===== config.mk =====
export PLATFORM = sky130hd
export DESIGN_NAME = i2c_slave_rx_capture
export DESIGN_NICKNAME = d
export VERILOG_FILES = /design/src/rtl/i2c_rx_pkg.sv /design/src/rtl/i2c_rx_sync.sv /design/src/rtl/i2c_rx_edge.sv /design/src/rtl/i2c_rx_fsm.sv /design/src/rtl/i2c_rx_buf.sv /design/src/rtl/i2c_slave_rx_capture.sv
export SDC_FILE = /design/constraint.sdc
export NUM_CORES = 1
export LEC_CHECK = 0
export BUFFER_PORTS_ARGS = -buffer_cell sky130_fd_sc_hd__buf_2
export CAP_MARGIN = 20
export CORE_MARGIN = 10
export CORE_UTILIZATION = 60
export CTS_BUF_LIST = sky130_fd_sc_hd__clkbuf_8
export CTS_CLUSTER_DIAMETER = 30
export DETAILED_ROUTE_END_ITERATION = 12
export PLACE_DENSITY = 0.85
export SYNTH_ARGS = -nofsm -noshare
export SYNTH_HDL_FRONTEND = slang
export SYNTH_SLANG_ARGS = --single-unit

===== constraint.sdc =====
create_clock -name clk -period 2.5 [get_ports clk]
set_input_delay 0.625 -clock clk [delete_from_list [all_inputs] [get_ports clk]]
set_output_delay 0.625 -clock clk [all_outputs]
set_load 0.005 [all_outputs]

===== src/rtl/i2c_rx_pkg.sv =====
package i2c_rx_pkg;

    typedef enum logic [1:0] {
        ST_SHIFT     = 2'd0,
        ST_HOLD_BYTE = 2'd1,
        ST_ACK_BIT   = 2'd2,
        ST_HOLD_ACK  = 2'd3
    } rx_state_e;

endpackage


===== src/rtl/i2c_rx_sync.sv =====
module i2c_rx_sync #(
    parameter int STAGES = 2,
    parameter int W      = 2
) (
    input  logic         clk,
    input  logic         rst,
    input  logic [W-1:0] d,
    output logic [W-1:0] q
);

    logic [W-1:0] chain [STAGES];

    always_ff @(posedge clk) begin
        if (rst) chain[0] <= '0;
        else     chain[0] <= d;
    end

    for (genvar s = 1; s < STAGES; s++) begin : g_stage
        always_ff @(posedge clk) begin
            if (rst) chain[s] <= '0;
            else     chain[s] <= chain[s-1];
        end
    end

    assign q = chain[STAGES-1];

endmodule


===== src/rtl/i2c_rx_edge.sv =====
module i2c_rx_edge (
    input  logic clk,
    input  logic rst,
    input  logic lvl,
    output logic rise,
    output logic fall
);

    logic prev;

    always_ff @(posedge clk) begin
        if (rst) prev <= 1'b0;
        else     prev <= lvl;
    end

    assign rise = lvl & ~prev;
    assign fall = ~lvl & prev;

endmodule


===== src/rtl/i2c_rx_fsm.sv =====
module i2c_rx_fsm
    import i2c_rx_pkg::*;
#(
    parameter int DATA_BITS = 8
) (
    input  logic                 clk,
    input  logic                 rst,
    input  logic                 scl_rise,
    input  logic                 scl_fall,
    input  logic                 sda,
    input  logic                 irq_sel,
    input  logic                 clk_delay,
    output logic                 ev_byte,
    output logic                 ev_ack,
    output logic [DATA_BITS-1:0] ev_data,
    output logic                 ev_ackbit
);

    localparam int CNT_W = $clog2(DATA_BITS + 1);
    localparam logic [CNT_W-1:0] LAST = CNT_W'(DATA_BITS - 1);

    rx_state_e             state, nxt;
    logic [CNT_W-1:0]      cnt;
    logic [DATA_BITS-1:0]  shreg;
    logic                  ack_q;

    // next state
    always_comb begin
        nxt = state;
        unique case (state)
            ST_SHIFT:
                if (scl_rise && cnt == LAST)
                    nxt = (irq_sel && clk_delay) ? ST_HOLD_BYTE : ST_ACK_BIT;
            ST_HOLD_BYTE:
                if (scl_fall) nxt = ST_ACK_BIT;
            ST_ACK_BIT:
                if (scl_rise) nxt = clk_delay ? ST_HOLD_ACK : ST_SHIFT;
            ST_HOLD_ACK:
                if (scl_fall) nxt = ST_SHIFT;
            default: nxt = ST_SHIFT;
        endcase
    end

    // state register
    always_ff @(posedge clk) begin
        if (rst) state <= ST_SHIFT;
        else     state <= nxt;
    end

    // datapath: shift register, bit counter, acknowledge capture
    always_ff @(posedge clk) begin
        if (rst) begin
            cnt   <= '0;
            shreg <= '0;
            ack_q <= 1'b0;
        end else if (scl_rise) begin
            if (state == ST_SHIFT) begin
                shreg <= {shreg[DATA_BITS-2:0], sda};
                cnt   <= cnt + 1'b1;
            end else if (state == ST_ACK_BIT) begin
                ack_q <= sda;
                cnt   <= '0;
            end
        end
    end

    // outputs
    always_comb begin
        ev_byte   = 1'b0;
        ev_ack    = 1'b0;
        ev_data   = shreg;
        ev_ackbit = ack_q;
        unique case (state)
            ST_SHIFT: begin
                ev_data = {shreg[DATA_BITS-2:0], sda};
                ev_byte = scl_rise && (cnt == LAST) && irq_sel && !clk_delay;
            end
            ST_HOLD_BYTE:
                ev_byte = scl_fall;
            ST_ACK_BIT: begin
                ev_ackbit = sda;
                ev_ack    = scl_rise && !clk_delay;
            end
            ST_HOLD_ACK:
                ev_ack = scl_fall;
            default: ;
        endcase
    end

    a_r10_cnt_range: assert property (@(posedge clk) disable iff (rst)
        cnt <= CNT_W'(DATA_BITS));
    a_r10_wrap: assert property (@(posedge clk) disable iff (rst)
        (state == ST_ACK_BIT && scl_rise) |=> (cnt == '0));
    a_r1_reset_restart: assert property (@(posedge clk)
        rst |=> (cnt == '0 && state == ST_SHIFT));

endmodule


===== src/rtl/i2c_rx_buf.sv =====
module i2c_rx_buf #(
    parameter int DATA_BITS = 8
) (
    input  logic                 clk,
    input  logic                 rst,
    input  logic                 irq_sel,
    input  logic                 clk_delay,
    input  logic                 ev_byte,
    input  logic                 ev_ack,
    input  logic [DATA_BITS-1:0] ev_data,
    input  logic                 ev_ackbit,
    output logic [DATA_BITS:0]   buf_q,
    output logic                 ack_irq,
    output logic                 nack_irq,
    output logic                 rx_irq,
    output logic                 tx_irq,
    output logic                 dma_req
);

    always_ff @(posedge clk) begin
        if (rst) begin
            buf_q    <= '0;
            ack_irq  <= 1'b0;
            nack_irq <= 1'b0;
            rx_irq   <= 1'b0;
            tx_irq   <= 1'b0;
            dma_req  <= 1'b0;
        end else begin
            ack_irq  <= 1'b0;
            nack_irq <= 1'b0;
            rx_irq   <= 1'b0;
            tx_irq   <= 1'b0;
            dma_req  <= 1'b0;
            if (ev_byte) begin
                buf_q   <= {1'b0, ev_data};
                rx_irq  <= 1'b1;
                tx_irq  <= 1'b1;
                dma_req <= 1'b1;
            end else if (ev_ack) begin
                if (!irq_sel) begin
                    buf_q    <= {ev_ackbit, ev_data};
                    ack_irq  <= !ev_ackbit;
                    nack_irq <= ev_ackbit;
                    dma_req  <= !ev_ackbit;
                end else if (clk_delay) begin
                    buf_q[DATA_BITS] <= ev_ackbit;
                end
            end
        end
    end

    a_r9_rx_pulse: assert property (@(posedge clk) disable iff (rst)
        rx_irq |=> !rx_irq);
    a_r9_ack_pulse: assert property (@(posedge clk) disable iff (rst)
        (ack_irq || nack_irq) |=> !(ack_irq || nack_irq));
    a_r9_ack_nack_excl: assert property (@(posedge clk) disable iff (rst)
        !(ack_irq && nack_irq));
    a_r3_dma_with_ack: assert property (@(posedge clk) disable iff (rst)
        ack_irq |-> dma_req);
    a_r4_nack_no_dma: assert property (@(posedge clk) disable iff (rst)
        nack_irq |-> !dma_req);
    a_r1_reset_clear: assert property (@(posedge clk)
        rst |=> (buf_q == '0 && !rx_irq && !ack_irq && !nack_irq));

endmodule


===== src/rtl/i2c_slave_rx_capture.sv =====
module i2c_slave_rx_capture #(
    parameter int DATA_BITS   = 8,
    parameter int BUF_W       = 16,
    parameter int SYNC_STAGES = 2
) (
    input  logic             clk,
    input  logic             rst,
    input  logic             scl_in,
    input  logic             sda_in,
    input  logic             irq_sel,
    input  logic             clk_delay,
    output logic [BUF_W-1:0] rx_buf,
    output logic             ack_irq,
    output logic             nack_irq,
    output logic             rx_irq,
    output logic             tx_irq,
    output logic             dma_req
);

    localparam int PAD_W = BUF_W - DATA_BITS - 1;

    logic [1:0]           sync_q;
    logic                 scl_rise, scl_fall;
    logic                 ev_byte, ev_ack, ev_ackbit;
    logic [DATA_BITS-1:0] ev_data;
    logic [DATA_BITS:0]   buf_q;

    i2c_rx_sync #(.STAGES(SYNC_STAGES), .W(2)) u_sync (
        .clk (clk),
        .rst (rst),
        .d   ({scl_in, sda_in}),
        .q   (sync_q)
    );

    i2c_rx_edge u_edge (
        .clk  (clk),
        .rst  (rst),
        .lvl  (sync_q[1]),
        .rise (scl_rise),
        .fall (scl_fall)
    );

    i2c_rx_fsm #(.DATA_BITS(DATA_BITS)) u_fsm (
        .clk       (clk),
        .rst       (rst),
        .scl_rise  (scl_rise),
        .scl_fall  (scl_fall),
        .sda       (sync_q[0]),
        .irq_sel   (irq_sel),
        .clk_delay (clk_delay),
        .ev_byte   (ev_byte),
        .ev_ack    (ev_ack),
        .ev_data   (ev_data),
        .ev_ackbit (ev_ackbit)
    );

    i2c_rx_buf #(.DATA_BITS(DATA_BITS)) u_buf (
        .clk       (clk),
        .rst       (rst),
        .irq_sel   (irq_sel),
        .clk_delay (clk_delay),
        .ev_byte   (ev_byte),
        .ev_ack    (ev_ack),
        .ev_data   (ev_data),
        .ev_ackbit (ev_ackbit),
        .buf_q     (buf_q),
        .ack_irq   (ack_irq),
        .nack_irq  (nack_irq),
        .rx_irq    (rx_irq),
        .tx_irq    (tx_irq),
        .dma_req   (dma_req)
    );

    assign rx_buf = {{PAD_W{1'b0}}, buf_q};

    a_r8_upper_zero: assert property (@(posedge clk) disable iff (rst)
        rx_buf[BUF_W-1:DATA_BITS+1] == '0);
    a_r6_rx_tx_dma_pair: assert property (@(posedge clk) disable iff (rst)
        rx_irq |-> (tx_irq && dma_req && !ack_irq && !nack_irq));

endmodule


**Word-level counts from Yosys, hierarchy flattened**

Memories as Yosys holds them, arrays and structs flattened.
Index checks and enable logic that the tools add are counted.

- Bitwise operators: 8
- Equal/unequal tests: 10
- Mux-type cells: 27
- Add/sub/neg operators: 1
- Reductions and logical operators: 17

Operators by type and width:

| kind | number |
|---|---|
| $mux W8 | 4 |
| $mux W2 | 8 |
| $ne A2 B1 Y1 const B | 6 |
| $mux W1 | 10 |
| $mux W4 | 2 |
| $pmux W2 S4 | 1 |
| $reduce_and A2 Y1 | 4 |
| $logic_and A1 B1 Y1 | 5 |
| $add A4 B1 Y4 const B | 1 |
| $eq A2 B2 Y1 const B | 2 |
| $eq A4 B3 Y1 const B | 1 |
| $not A1 Y1 | 4 |
| $pmux W1 S2 | 2 |
| $reduce_and A4 Y1 | 1 |
| $reduce_bool A2 Y1 | 2 |
| $reduce_or A4 Y1 | 1 |
| $and A1 B1 Y1 | 2 |
| $eq A2 B1 Y1 const B | 1 |
| $logic_not A1 Y1 | 2 |
| $logic_not A2 Y1 | 1 |
| $or A1 B1 Y1 | 2 |
| $reduce_or A2 Y1 | 1 |

- Memories: 1
- Bits in writable memories: 4
- Register bits after elaboration: 29
- Word-level logic and storage cells: 75

Memory list:

| memory | depth | bits a word | rd ports | clocked after Yosys merged registers in | wr ports | RTL line | RTL |
|---|---|---|---|---|---|---|---|
| u_sync.chain | 2 | 2 | 2 | 0 | 2 | i2c_rx_sync.sv:11 | `logic [W-1:0] chain [STAGES];` |

**Longest topological paths before layout**

Gate-level depths: netlist of the first run.

- Depth in word-level cells: 8
- Gate-level depth with buffers: 7
- Gate-level depth less buffers: 5

**By module**

From an unflattened synthesis of the first run, not the netlist that was laid out.

- Cell total of the unflattened synthesis: 169
- Area total of the unflattened synthesis: 1,594.0 um2

By module, submodules not included:

| module | cells each | area an instance (um2) | sequential area each (um2) | instances |
|---|---|---|---|---|
| i2c_rx_fsm | 94 | 812.0 | 300.3 | 1 |
| i2c_rx_buf | 55 | 581.8 | 260.2 | 1 |
| i2c_rx_sync | 8 | 105.1 | 80.1 | 1 |
| i2c_slave_rx_capture | 8 | 56.3 | 0.0 | 1 |
| i2c_rx_edge | 4 | 38.8 | 20.0 | 1 |

**Worst setup path before layout of the first run**

OpenSTA, ideal clock, no wires.

- Path kind: input -> register
- From: input clk_delay
- To: register u_buf.buf_q[5]
- Path buffers: 1
- Data required time: 2,429 ps
- Path slack: 771 ps
- Stages: 5
- Arrival: 1,659 ps
- Cell sequence: nor4b_4 -> o21ai_2 -> buf_2 -> or3_1 -> a21oi_1

- Cells in the longest elaborated chain, start to end: 5
- Elaborated cells between the ends (all ways): 9

Ends and longest elaborated chain:

| item | RTL line | RTL |
|---|---|---|
| start, declared | i2c_slave_rx_capture.sv:11 | `input logic clk_delay,` |
| $logic_not A1 Y1 (*) | i2c_rx_fsm.sv:76, i2c_rx_fsm.sv:82 |  |
| $logic_and A1 B1 Y1 (on tied branches) | i2c_rx_fsm.sv:76, i2c_rx_fsm.sv:82 |  |
| $pmux W1 S2 | i2c_rx_fsm.sv:73 | `unique case (state)` |
| $ne A2 B1 Y1 (no source line) / $reduce_bool A2 Y1 (equally long branches) | -- |  |
| $reduce_and A2 Y1 (no source line) | -- |  |
| end signal, assigned | i2c_rx_buf.sv:35 | `buf_q <= {1'b0, ev_data};` |
| end signal, assigned | i2c_rx_buf.sv:41 | `buf_q <= {ev_ackbit, ev_data};` |
| end signal, assigned by index | i2c_rx_buf.sv:46 | `buf_q[DATA_BITS] <= ev_ackbit;` |
| end, declared | i2c_rx_buf.sv:12 | `output logic [DATA_BITS:0] buf_q,` |

Mark *: on every way between the ends. The rest lies on a longest branch, timed or not.
A chain may end at the register's enable or synchronous reset.

**Final worst setup path of the first run**

- From: register u_fsm.state[1]
- To: register u_buf.dma_req

- Cells in the longest elaborated chain, start to end: 6
- Elaborated cells between the ends (all ways): 11

Ends and longest elaborated chain:

| item | RTL line | RTL |
|---|---|---|
| start, declared | i2c_rx_fsm.sv:22 | `rx_state_e state, nxt;` |
| start signal, assigned | i2c_rx_fsm.sv:47 | `else state <= nxt;` |
| $eq A2 B2 Y1 | i2c_rx_fsm.sv:73 |  |
| $mux W1 | i2c_rx_fsm.sv:73 |  |
| $logic_not A1 Y1 | i2c_rx_buf.sv:44 | `dma_req <= !ev_ackbit;` |
| $mux W1 (2 in a row) | -- |  |
| $mux W1 (*) | i2c_rx_buf.sv:34 | `if (ev_byte) begin` |
| end signal, assigned | i2c_rx_buf.sv:44 |  |
| end, declared | i2c_rx_buf.sv:17 | `output logic dma_req` |

Marked as above.

==> results of run 1 <==
==> cell type report <==
type | instances | share of cell area (%)
multi-input cells | 119 | 44.93
inverters | 3 | 0.6961
flip-flops and latches | 33 | 40.84
well taps | 30 | 2.320
repair buffers | 19 | 5.878
clock buffers | 6 | 5.104
clock inverters | 1 | 0.2320
==> logic make-up after synthesis <==
| family | count (synthesis) | synth area share, % |
|---|---|---|
| other cells | 1 | 0.2510 |
| simple gates | 62 | 24.96 |
| mux | 10 | 6.784 |
| fa+ha+maj | 1 | 0.8374 |
| buf+inv | 22 | 8.626 |
| compound gates | 39 | 14.32 |
| flops | 33 | 44.22 |
==> metrics by stage <==
stage | hold slack (ps) | utilization, %
after floorplan | 413.8 | -
after global placement | 416.2 | 62.96
after detailed placement | 425.2 | 62.96
after CTS | 439.9 | 66.51
after global routing | 448.9 | 66.51
final | 438.6 | 66.51
==> cell usage after synthesis, drive strengths merged, types with 2 or more instances <==
cell type  number
a21oi          22
buf            15
clkbuf          4
dfxtp          33
inv             3
mux2i           9
nand2          19
nor2            7
nor2b           6
nor3            8
nor3b           2
nor4b           2
o21ai          12
or3             8
==> layout by cell type (no fill, tap or decap), types with 7 or more instances in the layout <==
cell type and count:
dfxtp_1 33, or3_1 8, buf_2 19, mux2i_1 9, o21ai_0 11, conb_1 7
a21oi_1 22, nand2_1 19
==> sequential cells by signal, indices dropped and copies added, names as in the netlist <==
register	flops
u_buf.nack_irq	1
u_fsm.state	2
u_fsm.cnt	4
u_sync.chain	4
u_edge.prev	1
u_buf.buf_q	9
u_fsm.shreg	8
u_fsm.ack_q	1
u_buf.rx_irq	1
u_buf.dma_req	1
u_buf.ack_irq	1
==> critical path: stages (launching register included) <==
cell     delay, ps
dfxtp_1        710
and2b_1        210
mux2_2         370
nor4_1         330
or2_1          150
==> metal layers <==
layer	wire length [um]	track usage [%]	up-vias
met2	1358	20.54	26
met3	239	6.356	6
met4	63	6.579	0
li1	-	-	599
met1	1237	12.43	547
met5	0	0	-
==> report_power, final <==
part	internal (W)	switching (W)	leakage [nW]	total [W]
sequential	0.000531	0.00000489	0.267	0.000536
clock	0.000214	0.000176	0.0485	0.000390
combinational	0.0000100	0.0000229	0.370	0.0000329
==> worst paths after layout <==
check / start / endpoint / slack (ps) / cells after the start
worst max-delay path: u_fsm.state[1] / u_buf.dma_req / 670 / 4
worst min-delay path: u_sync.chain[0][0] / u_sync.chain[1][0] / 440 / 1
worst max register to register: u_fsm.state[1] / u_buf.dma_req / 670 / 4
worst min register to register: u_sync.chain[0][0] / u_sync.chain[1][0] / 440 / 1
==> impl_results.md, run 1 <==
* Status: complete, no violations
* Pre-CTS setup slack at 559.9 ps
* Pre-Repair DR Iteration Count at 4
* Area share of the largest cell type after synthesis at 44.22%
* Initial core utilization at between 60% and 70%
* Post-synth top flop: dfxtp_1
* Synth top area cells: dfxtp_1 (44%), a21oi_1 (7.4%), mux2i_1 (6.0%)
* Share of cells above drive strength 1 at about 18%
* Number of synthesized flops with an enable pin at 0
* Ys async rst share at 0%
* CTS root buf: clkbuf_8
* Worst EP required at approximately 2700 ps
* Slew @ Worst Pin at between 700 and 800 ps
* Yosys warns at 0
* Placed Area at about 1500 sq um
* Clk slew on worst S/H paths at 60 ps
* Worst Hold Class: reg -> reg
* Critical path class: reg -> reg
* Core area at about 2400 sq um
* Cell Pwr Density at 592.5 nW/um^2
* Total Nets Final at 188
* Clk_lat worst skew at approximately 280 ps
* Rel. slew slack at between 40 and 50%
* Detailed Place HPWL at between 2000 and 2500 um
* Remaining Overflow, GRT at 0
* Seq/Total Area, Yosys at between 40% and 50%
* Clock Tree Buf Depth at 2
* Max Cap Violations at 0
* Vias at ~1200
* Cts-stage hold buffer count at 0
* Die height at about 70 um
* WL/cell at between 10 and 15 um
* Setup bufs post-CTS at 0
* P&R area growth vs syn at 8.291%
* H-tree level count at 2
* Num CTS Buffers at 5
* RSZ-0062 raised after global routing: no
* DP Cell Count at between 200 and 250
* 1st-iter DRT viols at 96
* Final worst-path setup slack at ~670 ps
* Filler cells at between 200 and 250
* Number of nets with antenna violations after routing at 0
* Final WL at around 2900 um
* Critical path capture point type: register
* GRT Resource Usage Total at about an eighth
* Vias per cell at 5.583
* Syn Area/Cell at between 8 and 9 sq um
* I/O Buffers at 19
* Syn Inst Count at 168
* ANT cells at 0
* Floorplan row count at 18
* Initial antenna violation count at 0
* Final setup viols at 0
* Sink Count at 33
* Post-route cell area at about 1600 sq um
* Max Freq at 0.5459 GHz
* Vias in the first global route at roughly 1100
* Maximum number of pins on one net before global-route repair at 33
* Worst-path fanout max at 16
* Post-synth cell types at 40
* Fin cells at around 210
* FF/Latch Area at roughly 660 sq um
* Setup_tns at 0 ps
* First-pass GRT wire length at about 5000 um
* Yosys reg bits at 33
* Critical path arrival at 2060 ps
* Slew Viols, Final at 0
* Boundary pin count at 27
* Cts repair resizes at 0
* Total power at around 0.00096 W
* Post-route DRC at 0
* Hold Fails Final Rpt at 0
* Gpl congestion at around 0.78
* Clock Skew at approximately 5.6 ps
* Static leakage at about 0.68 nW
* TritonCTS clock tree: yes
* Final worst path period share at between 70% and 80%
* Die ar. at between 4000 and 5000 sq um
* Post-Synthesis Cell Area at around 1500 sq um
* CP startpoint kind: register
* Cell taking the most area after synthesis: dfxtp_1
* Die width at between 60 and 70 um
* Multi-input logic area at about 730 sq um
* Max VDD drop at 0.5493 mV
* Min Tclk post-route at between 1500 and 2000 ps
Power figures use the tool's default switching activity.
==> run 2: changes to the inputs <==
--- a/config.mk
+++ b/config.mk
@@ -8,11 +8,11 @@
 export BUFFER_PORTS_ARGS = -buffer_cell sky130_fd_sc_hd__buf_2
 export CAP_MARGIN = 20
 export CORE_MARGIN = 10
-export CORE_UTILIZATION = 60
+export CORE_UTILIZATION = 51
 export CTS_BUF_LIST = sky130_fd_sc_hd__clkbuf_8
 export CTS_CLUSTER_DIAMETER = 30
 export DETAILED_ROUTE_END_ITERATION = 12
-export PLACE_DENSITY = 0.85
+export PLACE_DENSITY = 0.77
 export SYNTH_ARGS = -nofsm -noshare
 export SYNTH_HDL_FRONTEND = slang
 export SYNTH_SLANG_ARGS = --single-unit
==> constraint.sdc (replaced) <==
create_clock -name clk -period 1.5 [get_ports clk]
set_input_delay 0.375 -clock clk [delete_from_list [all_inputs] [get_ports clk]]
set_output_delay 0.375 -clock clk [all_outputs]
set_load 0.005 [all_outputs]
==> impl_results.md, run 2 (synthesis results as in run 1) <==
* Status: finished, violations left
* Failing checks: setup timing
* CP endpoint: u_buf.buf_q[0]
* Final WL at between 3000 and 4000 um
* Leading cell type in the layout, fill and taps excluded: dfxtp_1
* Multi-input logic area at 812.0 sq um
* Worst-path fanout max at 16
* CTS root buf: clkbuf_8
* Max Cap Violations at 0
* R2R cell count at 6
* Number of nets with antenna violations after routing at 0
* Num CTS Buffers at 5
* Final worst-path setup slack at -28.64 ps
* Share of cells above drive strength 1 at a little over a third
* Core area at roughly 2800 sq um
* Floorplan row count at 19
* Largest reg by FF count: u_buf.buf_q
* Sequential power share at 54.7%
* Largest registers: u_buf.buf_q: 9 flops, u_fsm.shreg: 8 flops
* Pre-Repair DR Iteration Count at 4
* Clk slew on worst S/H paths at approximately 60 ps
* Fin cells at 239
* Cts-stage hold buffer count at 0
* Worst Hold Class: in -> reg
* FF/Latch Area at 670.6 sq um
* GRT Resource Usage Total at between 10% and 20%
* Vias in the first global route at approximately 1200
* Clock Skew at between 3 and 4 ps
* Max reg flops at 9
* Final worst path period share at 101.9%
* Critical path capture point type: register
* CP max-delay cell: or3_1
* Switching Fraction at 21.39%
* Gpl congestion at between 0.7 and 0.8
* Int Pwr at 0.001280 W
* Clk_lat worst skew at between 200 and 300 ps
* Cell Pwr Density at ~840 nW/um^2
* Final setup viols at 8
* Worst EP required at ~1700 ps
* TritonCTS clock tree: yes
* Total Nets Final at around 220
* Vias at 1289
* CP Depth at 6
* Max Freq at ~0.65 GHz
* Hold Slack at approximately 300 ps
* Switching power at between 0.0003 and 0.0004 W
* Critical path class: reg -> reg
* Gate power share at around 5.6%
* Initial antenna violation count at 0
* Sink Count at 33
* Clock network power share at about two fifths
* Hold Fails Final Rpt at 0
* Die ar. at ~5500 sq um
* R2R setup slack at -30 ps
* Hold Path Depth at 2
* Max incr delay on CP at 370 ps
* Critical path arrival at approximately 1700 ps
* CP startpoint: u_fsm.cnt[1]
* Worst reg2reg path startpoint: u_fsm.cnt[1]
* Min Tclk post-route at 1529 ps
* Initial core utilization at approximately 54%
* Maximum number of pins on one net before global-route repair at 19
* P&R area growth vs syn at 29.40%
* Static leakage at 0.8350 nW
* 1st-iter DRT viols at approximately 120
* Slew Viols, Final at 0
* Detailed Place HPWL at 2361 um
* Filler cells at 213
* I/O Buffers at 19
* Remaining Overflow, GRT at 0
* Clock Tree Buf Depth at 2
* Die height at 74.12 um
* Crit path cell chain: ha_4, and4b_2, nor3_4, buf_12, or3_1, a21oi_1
* First-pass GRT wire length at ~5100 um
* Most frequent cells in the layout: dfxtp_1 (27), buf_4 (22), a21oi_1 (20)
* Boundary pin count at 27
* DP Cell Count at 228
* RSZ-0062 raised after global routing: yes
* H-tree level count at 2
* Worst path top cell family by delay: simple AND/OR/NAND/NOR gates
* CP startpoint kind: register
* Reg2reg end: u_buf.buf_q[0]
* Buffers plus inverters on the worst setup path at 1
* WL/cell at 14.44 um
* Die width at about 74 um
* Setup_tns at -150.2 ps
* ANT cells at 0
* Vias per cell at around 5.4
* Max VDD drop at roughly 0.81 mV
* Post-route DRC at 0
==> run 2: final cells by class <==
type / instances / area share (%)
Clock inverter: 1 / 0.1942
Inverter: 3 / 0.5825
Timing Repair Buffer: 45 / 16.25
Tap cell: 31 / 2.006
Multi-Input combinational cell: 120 / 42.01
Clock buffer: 6 / 4.272
Sequential cell: 33 / 34.69
==> run 2: worst min path at each step <==
stage	startpoint	endpoint
6_report	sda_in	u_sync.chain[0][0]
3_5_place_dp	u_sync.chain[0][0]	u_sync.chain[1][0]
5_1_grt	sda_in	u_sync.chain[0][0]
2_1_floorplan	u_sync.chain[0][0]	u_sync.chain[1][0]
3_3_place_gp	u_sync.chain[0][0]	u_sync.chain[1][0]
4_1_cts	sda_in	u_sync.chain[0][0]
==> run 2: routing by layer <==
metal	track usage [%]	routed length, um
met1	12.57	1424
met2	20.17	1743
met3	3.590	223
met4	6.004	61
met5	0	0
==> run 2: timing repair <==
item / in CTS / in global routing
endpoints found under the setup margin: 13 / 22
gates cloned: 1 / 0
pin swaps: 4 / 7
resized for setup: 9 / 15
buffers inserted: 1 / 3
==> run 2: stage by stage <==
stage / cell area (sq um) / setup WS (ps) / power [W] / utilization [%]
floorplan: 1549 / -18.86 / 0.0009668 / -
global placement: 1734 / -74.17 / 0.0009857 / 62.35
detailed placement: 1734 / -163.7 / 0.0009894 / 62.35
CTS: 1843 / -19.54 / 0.001633 / 66.26
global route: 1933 / -95.26 / 0.001682 / 69.50
finish: 1933 / -28.64 / 0.001629 / 69.50
==> run 2: power groups by stage <==
stage	logic (W)	clock network (W)	registers [W]
5_1_grt	0.000101	0.000690	0.000891
4_1_cts	0.0000841	0.000657	0.000891
3_5_place_dp	0.0000787	0	0.000911
2_1_floorplan	0.0000555	0	0.000911
6_report	0.0000916	0.000646	0.000891
3_3_place_gp	0.0000760	0	0.000910
==> run 3: changes to the inputs <==
==> constraint.sdc (replaced) <==
create_clock -name clk -period 1.4 [get_ports clk]
set_input_delay 0.35 -clock clk [delete_from_list [all_inputs] [get_ports clk]]
set_output_delay 0.35 -clock clk [all_outputs]
set_load 0.005 [all_outputs]
==> impl_results.md, run 3 (synthesis results as in run 1) <==
* Sink Count at 33
* I/O Buffers at 19
* Gpl congestion at slightly above 0.9
* Vias at 1419
* Maximum number of pins on one net before global-route repair at 22
* Critical path class: reg -> reg
* Final setup viols at 10
* Gate power share at between 6 and 7%
* Remaining Overflow, GRT at 0
* Clock Skew at ~6.6 ps
* Post-route cell area at ~2100 sq um
* Buffers plus inverters on the worst setup path at 1
* Core area at ~2800 sq um
* TritonCTS clock tree: yes
* Min-Delay Endpoint: u_sync.chain[0][1]
* First-pass GRT wire length at 5630 um
* Hold Slack at around 300 ps
* 1st-iter DRT viols at 99
* Static leakage at roughly 0.89 nW
* Critical path capture point type: register
* Final WL at ~4200 um
* Status: finished, violations left
* Largest registers: u_buf.buf_q: 9 flops, u_fsm.shreg: 8 flops
* CP startpoint: u_fsm.cnt[1]
* Final Util at between 70% and 80%
* Fin cells at 247
* Max Freq at a little over 0.6 GHz
* CP Depth at 6
* Die height at around 74 um
* Die width at around 74 um
* Max Cap Violations at 0
* Clock Tree Buf Depth at 2
* Max VDD drop at about 1.1 mV
* Hold Fails Final Rpt at 0
* Placed Area at roughly 1800 sq um
* Post-route DRC at 0
* Worst Hold Class: in -> reg
* R2R cell count at 6
* ANT cells at 0
* Initial antenna violation count at 0
* Final worst path period share at 117.9%
* Int Pwr at around 0.0013 W
* R2R setup slack at -250 ps
* Die ar. at approximately 5500 sq um
* Worst path top cell family by delay: simple AND/OR/NAND/NOR gates
* P&R area growth vs syn at 40.20%
* Critical path arrival at 1870 ps
* CP startpoint kind: register
* Sequential power share at approximately 55%
* Leading cell type in the layout, fill and taps excluded: dfxtp_1
* Initial core utilization at between 50% and 60%
* CP max-delay cell: dfxtp_2
* Switching Fraction at between 20% and 30%
* Vias in the first global route at 1240
* CTS root buf: clkbuf_8
* Reg2reg end: u_buf.buf_q[4]
* Share of cells above drive strength 1 at 44.44%
* Largest reg by FF count: u_buf.buf_q
* H-tree level count at 2
* GRT Resource Usage Total at 12.91%
* Worst reg2reg path startpoint: u_fsm.cnt[1]
* Clk_lat worst skew at 290 ps
* WL/cell at 17.10 um
* Number of nets with antenna violations after routing at 0
* Num CTS Buffers at 5
* Worst-path fanout max at 8
* Slew Viols, Final at 0
* Most frequent cells in the layout: dfxtp_1 (27), buf_4 (24), nand2_1 (19), buf_2 (19), a21oi_1 (17)
* Total Nets Final at 222
* Boundary pin count at 27
* Hold Path Depth at 2
* Failing checks: setup timing
* Clk slew on worst S/H paths at approximately 70 ps
* Setup_tns at -967.0 ps
* Cell Pwr Density at 830.5 nW/um^2
* Worst EP required at 1620 ps
* Floorplan row count at 19
* DP Cell Count at 231
* Clock network power share at about two fifths
* Crit path cell chain: ha_4, and4b_2, nor3_4, buf_4, o21ai_0, a21oi_2
* Min Tclk post-route at 1650 ps
* Switching power at a little over 0.0004 W
* RSZ-0062 raised after global routing: yes
* Vias per cell at around 5.7
* Detailed Place HPWL at 2513 um
* Hold Crit Start: scl_in
* Final worst-path setup slack at -250.2 ps
* Pre-Repair DR Iteration Count at 4
* Max reg flops at 9
* Max incr delay on CP at 330 ps
-- run 3: cell count changes in the layout (fill, tap and decap cells not counted), sizes merged --
| cell | delta |
|---|---|
| clkinv | +2 |
| buf | +6 |
| or4b | +1 |
| clkbuf | -1 |
-- run 3: worst max path at each step --
stage / end / slack (ps)
floorplan: u_buf.buf_q[5] / -80
global placement: u_buf.buf_q[4] / -120
detailed placement: u_buf.buf_q[1] / -210
CTS: u_buf.buf_q[7] / -110
global route: u_buf.buf_q[4] / -330
finish: u_buf.buf_q[4] / -250
-- run 3: through the flow --
stage / setup slack [ps] / power (W)
after floorplan: -81.06 / 0.001039
after global placement: -116.9 / 0.001059
after detailed placement: -206.0 / 0.001064
after CTS: -112.4 / 0.001727
after global routing: -327.1 / 0.001808
final: -250.2 / 0.001740
-- run 3: per-layer routing --
layer / global-route usage [%] / part of all wire [%] / vias to the layer above
li1: - / - / 671
met3: 5.186 / 7.1 / 18
met1: 14.20 / 38 / 683
met5: 0 / 0 / -
met2: 21.50 / 52 / 47
met4: 5.590 / 2.9 / 0
-- run 3: area by class of cell --
type	instances	area (sq um)
clock buffers	5	68.82
multi-input cells	121	903.4
inverters	3	11.26
clock inverters	3	13.76
fillers	174	686.9
flip-flops and latches	33	675.6
repair buffers	51	382.9
well taps	31	38.79
-- run 3: repair_timing --
| action | 4_1_cts | 5_1_grt |
|---|---|---|
| setup endpoints to repair | 14 | 22 |
| endpoints found under the hold margin | 0 | 0 |
| hold buffers | 0 | 0 |
| buffers inserted | 2 | 4 |
| pin swaps | 9 | 19 |
| gates resized for setup | 9 | 33 |
| gates cloned | 0 | 2 |
-- run 3: worst reg2reg max path, stage by stage (launching register included) --
cell	delay, ps
dfxtp_2	330
ha_4	160
and4b_2	230
nor3_4	300
buf_4	200
o21ai_0	170
a21oi_2	190
-- run 3: power by group through the flow --
stage | registers, W | logic (W) | clock network (W)
2_1_floorplan | 0.000977 | 0.0000625 | 0
3_3_place_gp | 0.000976 | 0.0000835 | 0
3_5_place_dp | 0.000976 | 0.0000878 | 0
4_1_cts | 0.000956 | 0.0000892 | 0.000683
5_1_grt | 0.000952 | 0.000123 | 0.000733
6_report | 0.000952 | 0.000112 | 0.000675
